`src/rtl/pdb_pkg.sv`:
```
package pdb_pkg;
    localparam int ADDR_W = 8;
    localparam int DATA_W = 32;
    localparam int EN_BIT = 15;

    localparam logic [ADDR_W-1:0] A_CMD   = 8'h38;
    localparam logic [ADDR_W-1:0] A_STAT  = 8'h3C;
    localparam logic [ADDR_W-1:0] A_ALIGN = 8'h40;
    localparam logic [ADDR_W-1:0] A_CHG   = 8'h44;

    // Channels 0..2 form a low block, channels 3 and up a high block.
    function automatic logic [ADDR_W-1:0] div_addr(input int idx);
        int a;
        a = (idx < 3) ? (8'h18 + 4 * idx) : (8'h60 + 4 * (idx - 3));
        return ADDR_W'(a);
    endfunction
endpackage

```
`src/rtl/pdb_div.sv`:
```
module pdb_div #(
    parameter int RATIO_W = 9
) (
    input  logic               clk,
    input  logic               rst_n,
    input  logic               pend_en,
    input  logic [RATIO_W-1:0] pend_field,
    input  logic               sel,
    input  logic               load,
    output logic               tick_o,
    output logic               parked_o
);
    typedef struct packed {
        logic               en;
        logic [RATIO_W-1:0] field;
        logic [RATIO_W-1:0] cnt;
        logic               park;
    } div_st_t;

    div_st_t st_d, st_q;
    logic [RATIO_W-1:0] lim;
    logic term;

    always_comb begin
        st_d = st_q;
        lim  = st_q.en ? st_q.field : '0;
        term = (st_q.cnt == lim);
        if (load) begin
            st_d.en    = pend_en;
            st_d.field = pend_field;
            st_d.cnt   = '0;
            st_d.park  = 1'b0;
        end else if (!st_q.park) begin
            if (term) begin
                st_d.cnt  = '0;
                st_d.park = sel;
            end else begin
                st_d.cnt = st_q.cnt + 1'b1;
            end
        end
        tick_o   = term && !st_q.park;
        parked_o = st_q.park;
    end

    always_ff @(posedge clk or negedge rst_n) begin
        if (!rst_n) st_q <= '0;
        else        st_q <= st_d;
    end
endmodule

```
`src/rtl/pdb_regs.sv`:
```
module pdb_regs
    import pdb_pkg::*;
#(
    parameter int NUM_DIV = 8,
    parameter int RATIO_W = 9
) (
    input  logic                            clk,
    input  logic                            rst_n,
    input  logic                            wen,
    input  logic [ADDR_W-1:0]               addr,
    input  logic [DATA_W-1:0]               wdata,
    input  logic                            busy,
    input  logic                            clr_chg,
    output logic [NUM_DIV-1:0]              pend_en,
    output logic [NUM_DIV-1:0][RATIO_W-1:0] pend_field,
    output logic [NUM_DIV-1:0]              align_o,
    output logic [NUM_DIV-1:0]              chg_o,
    output logic [DATA_W-1:0]               rdata
);
    typedef struct packed {
        logic [NUM_DIV-1:0]              en;
        logic [NUM_DIV-1:0][RATIO_W-1:0] field;
        logic [NUM_DIV-1:0]              align;
        logic [NUM_DIV-1:0]              chg;
    } reg_st_t;

    reg_st_t st_d, st_q;

    always_comb begin
        st_d  = st_q;
        rdata = '0;
        for (int i = 0; i < NUM_DIV; i++) begin
            if (wen && addr == div_addr(i)) begin
                st_d.en[i]    = wdata[EN_BIT];
                st_d.field[i] = wdata[RATIO_W-1:0];
            end
            if (addr == div_addr(i)) begin
                rdata[EN_BIT]      = st_q.en[i];
                rdata[RATIO_W-1:0] = st_q.field[i];
            end
        end
        if (wen && !busy && addr == A_ALIGN) st_d.align = wdata[NUM_DIV-1:0];
        if (wen && !busy && addr == A_CHG)   st_d.chg   = wdata[NUM_DIV-1:0];
        if (clr_chg) st_d.chg = '0;
        if (addr == A_ALIGN) rdata[NUM_DIV-1:0] = st_q.align;
        if (addr == A_CHG)   rdata[NUM_DIV-1:0] = st_q.chg;
        if (addr == A_STAT)  rdata[0] = busy;
        pend_en    = st_q.en;
        pend_field = st_q.field;
        align_o    = st_q.align;
        chg_o      = st_q.chg;
    end

    always_ff @(posedge clk or negedge rst_n) begin
        if (!rst_n) st_q <= '0;
        else        st_q <= st_d;
    end
endmodule

```
`src/rtl/pdb_bank.sv`:
```
module pdb_bank
    import pdb_pkg::*;
#(
    parameter int NUM_DIV = 8,
    parameter int RATIO_W = 9
) (
    input  logic               clk,
    input  logic               rst_n,
    input  logic               reg_wen,
    input  logic [7:0]         reg_addr,
    input  logic [31:0]        reg_wdata,
    output logic [31:0]        reg_rdata,
    output logic [NUM_DIV-1:0] div_en
);
    typedef struct packed {
        logic busy;
    } seq_st_t;

    seq_st_t st_d, st_q;

    logic [NUM_DIV-1:0]              pend_en;
    logic [NUM_DIV-1:0][RATIO_W-1:0] pend_field;
    logic [NUM_DIV-1:0]              align;
    logic [NUM_DIV-1:0]              chg;
    logic [NUM_DIV-1:0]              marked;
    logic [NUM_DIV-1:0]              parked;
    logic [NUM_DIV-1:0]              sel;
    logic [NUM_DIV-1:0]              load;
    logic                            busy;
    logic                            go_req;
    logic                            done;

    pdb_regs #(.NUM_DIV(NUM_DIV), .RATIO_W(RATIO_W)) u_regs (
        .clk        (clk),
        .rst_n      (rst_n),
        .wen        (reg_wen),
        .addr       (reg_addr),
        .wdata      (reg_wdata),
        .busy       (busy),
        .clr_chg    (done),
        .pend_en    (pend_en),
        .pend_field (pend_field),
        .align_o    (align),
        .chg_o      (chg),
        .rdata      (reg_rdata)
    );

    always_comb begin
        st_d   = st_q;
        busy   = st_q.busy;
        marked = align & chg;
        go_req = reg_wen && (reg_addr == A_CMD) && reg_wdata[0] && !st_q.busy;
        done   = st_q.busy && (&(parked | ~marked));
        sel    = {NUM_DIV{st_q.busy}} & marked;
        load   = {NUM_DIV{done}} & marked;
        if (go_req)    st_d.busy = 1'b1;
        else if (done) st_d.busy = 1'b0;
    end

    always_ff @(posedge clk or negedge rst_n) begin
        if (!rst_n) st_q <= '0;
        else        st_q <= st_d;
    end

    for (genvar g = 0; g < NUM_DIV; g++) begin : g_div
        pdb_div #(.RATIO_W(RATIO_W)) u_div (
            .clk        (clk),
            .rst_n      (rst_n),
            .pend_en    (pend_en[g]),
            .pend_field (pend_field[g]),
            .sel        (sel[g]),
            .load       (load[g]),
            .tick_o     (div_en[g]),
            .parked_o   (parked[g])
        );
    end
endmodule

```
`config.mk`:
```
export PLATFORM = sky130hd
export DESIGN_NAME = pdb_bank
export DESIGN_NICKNAME = d
export VERILOG_FILES = /design/src/rtl/pdb_pkg.sv /design/src/rtl/pdb_div.sv /design/src/rtl/pdb_regs.sv /design/src/rtl/pdb_bank.sv
export SDC_FILE = /design/constraint.sdc
export NUM_CORES = 1
export LEC_CHECK = 0
export ABC_AREA = 1
export BUFFER_PORTS_ARGS = -buffer_cell sky130_fd_sc_hd__clkbuf_2
export CORE_MARGIN = 1.5
export CORE_UTILIZATION = 45
export CTS_CLUSTER_DIAMETER = 30
export DETAILED_ROUTE_END_ITERATION = 12
export GPL_ROUTABILITY_DRIVEN = 0
export PLACE_DENSITY = 0.62
export SLEW_MARGIN = 30
export SYNTH_ARGS = -nofsm -noshare
export SYNTH_HDL_FRONTEND = slang
export SYNTH_HIERARCHICAL = 1
export SYNTH_SLANG_ARGS = --single-unit
```
`constraint.sdc`:
```
create_clock -name clk -period 2.8 [get_ports clk]
set_input_delay 0.42 -clock clk [delete_from_list [all_inputs] [get_ports clk]]
set_output_delay 0.42 -clock clk [all_outputs]
set_load 0.02 [all_outputs]
```
==> summary.md, run 1 <==
| Metric | Value |
|---|---|
| Status | `completed` |
| Syn Area/Cell | `7.292 µm²` |
| RSZ-0062 raised after global routing | `false` |
| Cts bufs inserted | `68` |
| TritonCTS Sinks | `257` |
| Top post-synthesis cells by area | `dfrtp_1 45%, nand2_1 23%, nand3_1 7.0%` |
| Vias per cell | `5.006` |
| LEAKAGE | `9.109 nW` |
| Worst-path clk slew | `0.04 ns` |
| Design area | `17,110 µm²` |
| Die height | `181.6 µm` |
| Final setup margin | `0.2262 ns` |
| Maximum ir drop on the vdd rail | `0.4743 mV` |
| Number of flops mapped to enable cells by yosys | `0` |
| Final hold viol count | `0` |
| Placeable Area | `31,470 µm²` |
| Switching power | `2.692 mW` |
| DRC Markers | `0` |
| GRT overflow | `0` |
| Port buffer count | `38` |
| Vias in the first global route | `11,670` |
| CTS tree | `yes` |
| CTS max path bufs | `3` |
| CP Capture Type | `output pin` |
| Critical Path RT | `2.38 ns` |
| Worst-path fanout max | `19` |
| Post-synthesis compound-gate area fraction | `0.04795` |
| Worst Max-Slew Pin Slew | `0.7073 ns` |
| Die Area | `32,970 µm²` |
| Power share of the sequential group | `0.311` |
| Layout cells sized above 1 | `0.1182` |
| Clk pwr share | `0.666` |
| Final setup viols | `0` |
| Vias | `12,480` |
| Slew margin rel. | `0.5279` |
| Post-Syn Area | `14,350 µm²` |
| Tmin final | `2.574 ns` |
| Biggest cell delay along the critical path | `0.68 ns` |
| # IOs | `83` |
| Wire length of the first global-routing pass | `60,310 µm` |
| Tcrit/Tclk final | `0.9192` |
| Cell count after placement | `2,367` |
| Layout Cells excl Fill | `2,493` |
| TNS Setup | `0 ns` |
| Min-delay worst type | `in -> reg` |
| Pint | `9.784 mW` |
| Yosys warns | `6` |
| Synth cell types | `37` |
| Slew Viols, Final | `0` |
| Skew final | `0.02762 ns` |
| Clock latency on the worst-skew pair | `0.56 ns` |
| Worst hold slack | `0.1084 ns` |
| Critical path's slowest cell | `dfrtp_1` |
| Max_cap viols | `0` |
| Max Clk Rate | `388.5 MHz` |
| Die width | `181.6 µm` |
| Area Growth Syn to Fin | `19.23%` |
| First drt pass iteration count | `5` |
| Post-DP HPWL | `24,960 µm` |
| Area post-placement | `14,620 µm²` |
| Crit start category | `flop` |
| Ys async rst share | `1.000` |
| CP Cell Sequence | `nand3_1 > nand2_1 > nand3_1 > nor2_1 > nand2_1 > buf_4 > nor2_1 > clkbuf_2` |
| Largest family of logic cells by synthesized area | `simple AND/OR/NAND/NOR gates` |
| Top FF cell, synth | `dfrtp_1` |
| Synth Area in Adders | `0.006975` |
| Gr usage total | `0.2300` |
| Std cell rows | `65` |
| Sequential area share after synthesis | `0.4481` |
| Area share of the largest cell type after synthesis | `0.4481` |
| Post-Synth XOR/XNOR Area | `0.01953` |
| Initial antenna violation count | `1` |
| CTS root buf | `clkbuf_16` |
| Initial core utilization | `0.4560` |
| Remaining antenna violation count | `0` |
| Post-synthesis mux area share | `0` |
| Final wirelength | `36,770 µm` |
| Drt first-iter violations | `885` |
| Largest net degree at the start of global routing | `76` |
| #FFs+latches synth | `257` |
| Gate Count Post-Synth | `1,968` |
| Yosys top cell by area | `dfrtp_1` |
| Post-detailed-route wirelength per cell | `14.75 µm` |
| H-tree depth | `3` |
| Crit path DAT | `2.15 ns` |
| Reg2Reg Setup Slack | `0.43 ns` |
| Pwr per Cell Area | `729.1 nW/µm²` |
| Kind of critical path | `reg -> out` |
| Net count reported at finish | `2,087` |
| Pre-CTS WS | `0.4354 ns` |
| Comb pwr share | `0.024` |
| Sw frac | `0.2158` |
| Simple-gate share of the synthesized area | `0.3778` |
[registers in the layout, summed over array words and instances, names as in the netlist]
name	cells
g_div.u_div/st_q	152
busy	1
u_regs/pend_field	72
g_div.u_div/parked_o	8
u_regs/align_o	8
u_regs/pend_en	8
u_regs/chg_o	8
[area by class of cell]
type | instances | area (µm²)
fill | 2926 | 14360
sequential | 257 | 6439
inverter | 195 | 733.2
clock buffer | 90 | 1957
tap | 402 | 503.0
clock inverter | 34 | 514.2
multi-input combinational | 1456 | 6573
antenna | 1 | 2.502
timing repair buffer | 58 | 390.4
[per-stage QoR]
| stage | util | power [mW] |
|---|---|---|
| floorplan | - | 4.058 |
| global placement | 0.4645 | 4.217 |
| detailed placement | 0.4645 | 4.223 |
| CTS | 0.5434 | 12.60 |
| global route | 0.5437 | 12.84 |
| finish | 0.5437 | 12.48 |
[synth_stat cells, types with 2 or more instances]
library cell    n
nor2_4          3
buf_1           8
nor2_1         88
clkinv_1       11
a21boi_0        8
clkbuf_1        8
dfrtp_1       257
nand2_2        13
nand2_4         3
nor3_1          2
ha_1            8
nor2_2         12
xor2_1         32
nand4_1        32
nand3b_1        9
o21ai_2         4
nand3_2        17
buf_12          8
nor2_8          3
inv_1         175
nand2_1       878
nand3_1       201
o21a_1          5
or2_0           4
buf_2          12
o21ai_0        32
buf_4          25
inv_2           8
buf_6          20
o21ai_1        74
o2111ai_1       2
[power groups by stage]
| stage | sequential (mW) | clock (mW) | combinational, mW |
|---|---|---|---|
| after floorplan | 3.89 | 0 | 0.163 |
| after global placement | 3.93 | 0 | 0.291 |
| after detailed placement | 3.93 | 0 | 0.296 |
| after CTS | 3.87 | 8.43 | 0.300 |
| after global routing | 3.88 | 8.62 | 0.335 |
| final | 3.88 | 8.30 | 0.297 |
[final timing paths]
kind | to | cells after the start | start
max | div_en[3] | 8 | g_div[3].u_div/st_q[19]
min | u_regs/pend_field[1] | 3 | reg_wdata[1]
max reg2reg | g_div[4].u_div/st_q[8] | 11 | g_div[1].u_div/parked_o
min reg2reg | g_div[0].u_div/st_q[19] | 2 | u_regs/pend_en[0]
max in group asynchronous | g_div[6].u_div/st_q[19] | 3 | rst_n
min in group asynchronous | g_div[2].u_div/st_q[8] | 2 | rst_n
[timing repair]
| action | 4_1_cts | 5_1_grt |
|---|---|---|
| hold endpoints to repair | 70 | 0 |
| gates resized for setup | 0 | 6 |
| buffers inserted | 0 | 0 |
| hold buffers | 1 | 0 |
| endpoints found under the setup margin | 0 | 6 |
[cells in the final DEF, fill, tap and decap left out, drive strengths merged]
cell	n
conb	22
bufinv	11
nand3	218
inv	190
ha	8
nor3	4
nand2	894
nand3b	9
o21ai	110
a21boi	8
nor2	106
or2	5
nand4	32
xor2	32
o2111ai	2
dlygate4sd3	1
clkinvlp	2
o21a	5
clkinv	26
o211ai	1
diode	1
dfrtp	257
buf	20
clkbuf	127
[kinds of logic after synthesis]
| logic type | Yosys count |
|---|---|
| XOR/XNOR | 32 |
| flip-flops | 257 |
| AO/OA/AOI/OAI | 126 |
| AND/OR/NAND/NOR | 1268 |
| buffers and inverters | 276 |
| other | 1 |
| adder cells (fa/ha/maj) | 8 |
[critical path: cells and delay by family (launching register included)]
kind,cells,cell delay (ns)
DFF,1,0.68
and+or+nand+nor,6,0.58
buffers and inverters,2,0.35
[metal layers]
metal	share of wire	up-vias	track usage
met5	0	-	0
met4	0.027	0	0.08367
met3	0.059	75	0.04834
met2	0.45	329	0.3531
met1	0.47	5785	0.3211
li1	-	6292	-
Power figures use the tool's default switching activity.
==> run 2, diff against run 1 <==
--- a/config.mk
+++ b/config.mk
@@ -6,13 +6,15 @@
 export NUM_CORES = 1
 export LEC_CHECK = 0
 export ABC_AREA = 1
+export ABC_CLOCK_PERIOD_IN_PS = 2800
 export BUFFER_PORTS_ARGS = -buffer_cell sky130_fd_sc_hd__clkbuf_2
+export CAP_MARGIN = 25
 export CORE_MARGIN = 1.5
-export CORE_UTILIZATION = 45
+export CORE_UTILIZATION = 63
 export CTS_CLUSTER_DIAMETER = 30
 export DETAILED_ROUTE_END_ITERATION = 12
 export GPL_ROUTABILITY_DRIVEN = 0
-export PLACE_DENSITY = 0.62
+export PLACE_DENSITY = 0.82
 export SLEW_MARGIN = 30
 export SYNTH_ARGS = -nofsm -noshare
 export SYNTH_HDL_FRONTEND = slang
==> summary.md, run 2 (synthesized netlist as in run 1, its figures left out) <==
| Metric | Value |
|---|---|
| Status | `completed` |
| Tmin final | `2.605 ns (+0.03131 ns)` |
| RSZ-0062 raised after global routing | `false` |
| Ant diodes | `0 (-1)` |
| Drt first-iter violations | `1,417 (+60%)` |
| Critical Path RT | `2.38 ns (about the same)` |
| Worst Max-Slew Pin Slew | `0.7164 ns (+0.009077 ns)` |
| Clk pwr share | `0.615 (-0.051)` |
| Cts bufs inserted | `57 (-16%)` |
| Remaining antenna violation count | `0 (unchanged)` |
| Final wirelength | `37,050 µm (+0.77%)` |
| Placeable Area | `22,500 µm² (-29%)` |
| TNS Setup | `0 ns (unchanged)` |
| CTS tree | `yes` |
| Largest net degree at the start of global routing | `80 (+5.3%)` |
| Sw frac | `0.2403 (+0.02448)` |
| Switching power | `2.610 mW (-3.1%)` |
| Cell count after placement | `2,249 (-5.0%)` |
| Final hold viol count | `0 (unchanged)` |
| Vias | `13,120 (+5.1%)` |
| DRC Markers | `0 (unchanged)` |
| Vias in the first global route | `12,600 (+7.9%)` |
| Die width | `153.9 µm (-15%)` |
| Max reg flops | `152 (unchanged)` |
| Clock latency on the worst-skew pair | `0.57 ns (about the same)` |
| Pint | `8.253 mW (-16%)` |
| Gr busiest metal | `met2` |
| H-tree depth | `2 (-1)` |
| Largest Register | `g_div.u_div/st_q` |
| Port buffer count | `38 (unchanged)` |
| Maximum ir drop on the vdd rail | `0.4541 mV (-4.3%)` |
| Layout Cells excl Fill | `2,358 (-5.4%)` |
| Worst-path fanout max | `19 (unchanged)` |
| Tcrit/Tclk final | `0.9304 (+0.01118)` |
| Commonest cells after routing, fill and taps aside | `877 x nand2_1, 252 x dfrtp_1, 201 x nand3_1` |
| Max Clk Rate | `383.9 MHz (-1.2%)` |
| Net count reported at finish | `2,075 (-0.57%)` |
| Sequential cell area | `6440 µm² (about the same)` |
| CTS max path bufs | `3 (unchanged)` |
| Crit path DAT | `2.19 ns (+0.04 ns)` |
| Crit Reg-Reg Startpoint | `g_div[0].u_div/parked_o` |
| LEAKAGE | `8.859 nW (-2.7%)` |
| Initial antenna violation count | `1 (unchanged)` |
| Post-detailed-route wirelength per cell | `15.71 µm (+6.5%)` |
| Vias per cell | `5.562 (+11%)` |
| Slew margin rel. | `0.5212 (-0.006701)` |
| Initial core utilization | `0.6378 (+0.1818)` |
| Layout cells sized above 1 | `0.1114 (-0.006749)` |
| Comb pwr share | `0.028 (+0.004)` |
| Std cell rows | `55 (-15%)` |
| Met2 Track Usage GR | `0.5277 (+0.1746)` |
| Power share of the sequential group | `0.357 (+0.046)` |
| CP Capture Type | `output pin` |
| Met3 Use GR | `0.06370 (+0.01536)` |
| Crit path launch | `g_div[1].u_div/st_q[19]` |
| Die height | `153.9 µm (-15%)` |
| # IOs | `83 (unchanged)` |
| Reg2Reg Setup Slack | `0.43 ns (about the same)` |
| Kind of critical path | `reg -> out` |
| CTS root buf | `clkbuf_16` |
| GRT overflow | `0 (unchanged)` |
| Commonest non-fill, non-tap cell in the layout | `nand2_1` |
| Pwr per Cell Area | `659.9 nW/µm² (-9.5%)` |
| Wire length of the first global-routing pass | `61,860 µm (+2.6%)` |
| First drt pass iteration count | `6 (+1)` |
| Max_cap viols | `0 (unchanged)` |
| Min-delay worst type | `in -> reg` |
| Post-DP HPWL | `23,880 µm (-4.3%)` |
| Hold wc startpoint | `reg_wdata[8]` |
| Area Growth Syn to Fin | `14.69%` |
| Setup Buffers After CTS | `0 (unchanged)` |
| Crit start category | `flop` |
| Worst-path clk slew | `0.05 ns (about the same)` |
| Final setup viols | `0 (unchanged)` |
| Footprint of the multi-input gates | `6575 µm² (about the same)` |
| Die Area | `23,690 µm² (-28%)` |
| TritonCTS Sinks | `257 (unchanged)` |
| Fillers | `1,660 (-43%)` |
| GR Util met1 | `0.4218 (+0.1007)` |
| Slew Viols, Final | `0 (unchanged)` |
| Skew final | `0.03126 ns (+0.003648 ns)` |
| Gr usage total | `0.3231 (+0.09316)` |
run 2: cell count changes in the layout (fill, tap and decap cells not counted), moves of 2 or more:
cell | previous run | this run
buf_4 | 16 | 14
bufinv_16 | 11 | 4
clkbuf_16 | 70 | 59
clkbuf_8 | 13 | 4
clkinv_2 | 11 | 9
clkinv_4 | 1 | 9
clkinv_8 | 3 | 0
dfrtp_2 | 6 | 4
inv_6 | 7 | 10
inv_8 | 0 | 5
run 2: cell type report:
class,count,area share
flip-flops and latches,257,0.3913
repair buffers,57,0.02402
clock inverters,39,0.02463
inverters,195,0.04455
multi-input cells,1456,0.3995
clock buffers,69,0.09441
well taps,285,0.02166
run 2: path summary, 6_finish.rpt:
path	cells past startpoint	endpoint
max reg2reg	11	g_div[2].u_div/st_q[8]
min	3	u_regs/pend_field[8]
max	8	div_en[1]
min reg2reg	2	g_div[0].u_div/st_q[15]
min in group asynchronous	2	g_div[0].u_div/st_q[6]
max in group asynchronous	3	g_div[3].u_div/st_q[7]
run 2: metal layers:
layer | vias to the layer above | part of all wire
li1 | 6276 | -
met1 | 6155 | 0.42
met2 | 578 | 0.47
met3 | 104 | 0.077
met4 | 2 | 0.038
met5 | - | 0.00032
run 2: per-stage QoR:
step | hold WS, ns | util | worst slack [ns] | power (mW) | cell area, µm²
after global routing | 0.1613 | 0.7314 | 0.001278 | 11.16 | 16460
after CTS | 0.1367 | 0.7311 | 0.02230 | 10.89 | 16450
final | 0.1584 | 0.7314 | 0.1949 | 10.86 | 16460
after global placement | 0.4517 | 0.6434 | 0.5272 | 4.206 | 14480
after floorplan | 0.1244 | - | 0.9673 | 4.058 | 14430
after detailed placement | 0.4530 | 0.6434 | 0.5052 | 4.217 | 14480
run 2: worst max-delay path, cell delays in order (launching register included):
cell and delay (ns):
dfrtp_1 0.70, nand3_1 0.16, nand2_1 0.10, nand2_1 0.05, nor2_1 0.09, nand2_1 0.06
buf_4 0.17, nor2_1 0.12, clkbuf_2 0.18
run 2: what timing repair did:
action | 4_1_cts | 5_1_grt
gates resized for setup | 2 | 5
hold buffers | 1 | 0
setup endpoints to repair | 2 | 4
hold endpoints to repair | 75 | 0
cloned | 0 | 0
run 2: power by group through the flow:
stage | combinational (mW) | sequential [mW] | clock, mW
2_1_floorplan | 0.163 | 3.89 | 0
3_3_place_gp | 0.283 | 3.92 | 0
3_5_place_dp | 0.293 | 3.92 | 0
4_1_cts | 0.302 | 3.87 | 6.72
5_1_grt | 0.336 | 3.88 | 6.95
6_report | 0.304 | 3.87 | 6.68
==> run 3, diff against run 2 <==
--- a/config.mk
+++ b/config.mk
@@ -9,12 +9,14 @@
 export ABC_CLOCK_PERIOD_IN_PS = 2800
 export BUFFER_PORTS_ARGS = -buffer_cell sky130_fd_sc_hd__clkbuf_2
 export CAP_MARGIN = 25
+export CELL_PAD_IN_SITES_DETAIL_PLACEMENT = 0
+export CELL_PAD_IN_SITES_GLOBAL_PLACEMENT = 1
 export CORE_MARGIN = 1.5
-export CORE_UTILIZATION = 63
+export CORE_UTILIZATION = 49
 export CTS_CLUSTER_DIAMETER = 30
 export DETAILED_ROUTE_END_ITERATION = 12
 export GPL_ROUTABILITY_DRIVEN = 0
-export PLACE_DENSITY = 0.82
+export PLACE_DENSITY = 0.86
 export SLEW_MARGIN = 30
 export SYNTH_ARGS = -nofsm -noshare
 export SYNTH_HDL_FRONTEND = slang
==> summary.md, run 3 (synthesized netlist as in run 1, its figures left out) <==
| Metric | Value |
|---|---|
| Status | `completed` |
| RSZ-0062 raised after global routing | `false` |
| Drt first-iter violations | `910 (-36%)` |
| DRC Markers | `0 (unchanged)` |
| Largest Register | `g_div.u_div/st_q` |
| Max reg flops | `152 (unchanged)` |
| Die width | `174.1 µm (+13%)` |
| TNS Setup | `0 ns (unchanged)` |
| Cts bufs inserted | `61 (+7.0%)` |
| Worst-path fanout max | `19 (unchanged)` |
| Wire length of the first global-routing pass | `61,130 µm (-1.2%)` |
| Setup Buffers After CTS | `0 (unchanged)` |
| TritonCTS Sinks | `257 (unchanged)` |
| Skew final | `0.01002 ns (-0.02125 ns)` |
| Kind of critical path | `reg -> out` |
| WL met3 | `2384 µm (-17%)` |
| CTS tree | `yes` |
| Remaining antenna violation count | `0 (unchanged)` |
| Tcrit/Tclk final | `0.9395 (+0.009129)` |
| Std cell rows | `62 (+13%)` |
| Critical path's slowest cell | `dfrtp_2` |
| Area Growth Syn to Fin | `17.84%` |
| Gr usage total | `0.2503 (-0.07283)` |
| CTS root buf | `clkbuf_16` |
| Post-DP HPWL | `25,600 µm (+7.2%)` |
| Layout cells sized above 1 | `0.1153 (+0.003841)` |
| Commonest non-fill, non-tap cell in the layout | `nand2_1` |
| Crit start category | `flop` |
| Post-detailed-route wirelength per cell | `15.02 µm (-4.4%)` |
| Initial antenna violation count | `1 (unchanged)` |
| Die height | `174.1 µm (+13%)` |
| Vias per cell | `5.081 (-8.6%)` |
| H-tree depth | `2 (unchanged)` |
| Max Clk Rate | `380.1 MHz (-0.97%)` |
| CP Cell Sequence | `nand2_1 > nand2_1 > nand2_1 > nand3_1 > nor2_1 > nand2_1 > nor2_1 > clkbuf_2` |
| Largest net degree at the start of global routing | `76 (-5.0%)` |
| Port buffer count | `38 (unchanged)` |
| Critical Path RT | `2.38 ns (about the same)` |
| Min-delay worst type | `in -> reg` |
| Slew Viols, Final | `0 (unchanged)` |
| Crit path DAT | `2.21 ns (+0.02 ns)` |
| Commonest cells after routing, fill and taps aside | `878 x nand2_1, 253 x dfrtp_1, 201 x nand3_1` |
| Slew margin rel. | `0.5250 (+0.003804)` |
| Worst-path clk slew | `0.05 ns (about the same)` |
| Final setup viols | `0 (unchanged)` |
| Maximum ir drop on the vdd rail | `0.4989 mV (+9.9%)` |
| Placeable Area | `28,780 µm² (+28%)` |
| Tot Pwr | `11.95 mW (+10%)` |
| First drt pass iteration count | `5 (-1)` |
| Worst path most repeated cell | `nand2_1` |
| Post-Route M1 WL | `17,310 µm (+12%)` |
| Biggest cell delay along the critical path | `0.53 ns (-0.17 ns)` |
| Vias | `12,540 (-4.4%)` |
| GRT overflow | `0 (unchanged)` |
| Fin util | `0.5876 (-0.1438)` |
| Final wirelength | `37,040 µm (about the same)` |
| Initial core utilization | `0.4987 (-0.1391)` |
| LEAKAGE | `8.997 nW (+1.6%)` |
| Die Area | `30,320 µm² (+28%)` |
| # IOs | `83 (unchanged)` |
| Final hold viol count | `0 (unchanged)` |
| Pwr per Cell Area | `706.4 nW/µm² (+7.0%)` |
| Vias in the first global route | `11,920 (-5.4%)` |
| Top sig layer | `met4` |
| Met2 wire length | `16,410 µm (-5.6%)` |
| Tmin final | `2.631 ns (+0.02556 ns)` |
| Net count reported at finish | `2,081 (+0.29%)` |
| Worst Max-Slew Pin Slew | `0.7107 ns (-0.005692 ns)` |
| CP Capture Type | `output pin` |
| CTS max path bufs | `3 (unchanged)` |
| Clock latency on the worst-skew pair | `0.57 ns (about the same)` |
| Max_cap viols | `0 (unchanged)` |
==> run 3: per-stage QoR <==
step / std cells / setup slack, ns / area [µm²] / hold slack [ns]
detailed placement: 2350 / 0.4174 / 14610 / 0.4519
finish: 2467 / 0.1694 / 16910 / 0.1141
CTS: 2466 / 0.1589 / 16910 / 0.09117
global placement: 2350 / 0.4260 / 14610 / 0.4459
global route: 2467 / 0.001334 / 16910 / 0.1129
floorplan: 1989 / 0.9673 / 14430 / 0.1244
==> run 3: layout make-up <==
cell class	count	area (µm²)
flip-flops and latches	257	6436
clock buffers	72	1660
multi-input cells	1456	6573
clock inverters	43	628.1
diodes	1	2.502
inverters	195	733.2
well taps	384	480.5
fillers	2660	11870
repair buffers	59	397.9
==> run 3: metal layers <==
metal	track usage	up-vias
met1	0.3523	5871
met5	0	-
met2	0.3878	321
met3	0.04987	74
met4	0.08190	0
li1	-	6270
==> run 3: timing repair <==
| action | in CTS | in global routing |
|---|---|---|
| hold buffers | 1 | 0 |
| hold endpoints to repair | 68 | 0 |
| pin swaps | 0 | 0 |
| setup endpoints to repair | 3 | 1 |
| gates resized for setup | 3 | 1 |
==> run 3: final timing paths <==
path | end | slack (ns) | cells past startpoint | startpoint
worst max-delay path | div_en[7] | 0.17 | 8 | g_div[7].u_div/st_q[19]
worst max register to register | g_div[4].u_div/st_q[1] | 0.44 | 12 | g_div[1].u_div/parked_o
worst min register to register | g_div[0].u_div/st_q[19] | 0.47 | 2 | u_regs/pend_en[0]
min in group asynchronous | g_div[0].u_div/st_q[9] | 0.44 | 2 | rst_n
worst min-delay path | u_regs/pend_field[5] | 0.11 | 3 | reg_wdata[5]
max in group asynchronous | g_div[7].u_div/st_q[19] | 1.53 | 3 | rst_n
==> run 3: power breakdown <==
| part | switching [mW] | internal [mW] |
|---|---|---|
| combinational | 0.229 | 0.0682 |
| sequential | 0.0757 | 3.80 |
| clock | 2.27 | 5.50 |
| total | 2.58 | 9.37 |
==> run 3: worst max-delay path, delay by kind of cell, from the launching register on <==
| family | cells | cell delay, ns |
|---|---|---|
| buffers and inverters | 1 | 0.19 |
| AND/OR/NAND/NOR | 7 | 0.91 |
| flip-flops | 1 | 0.53 |
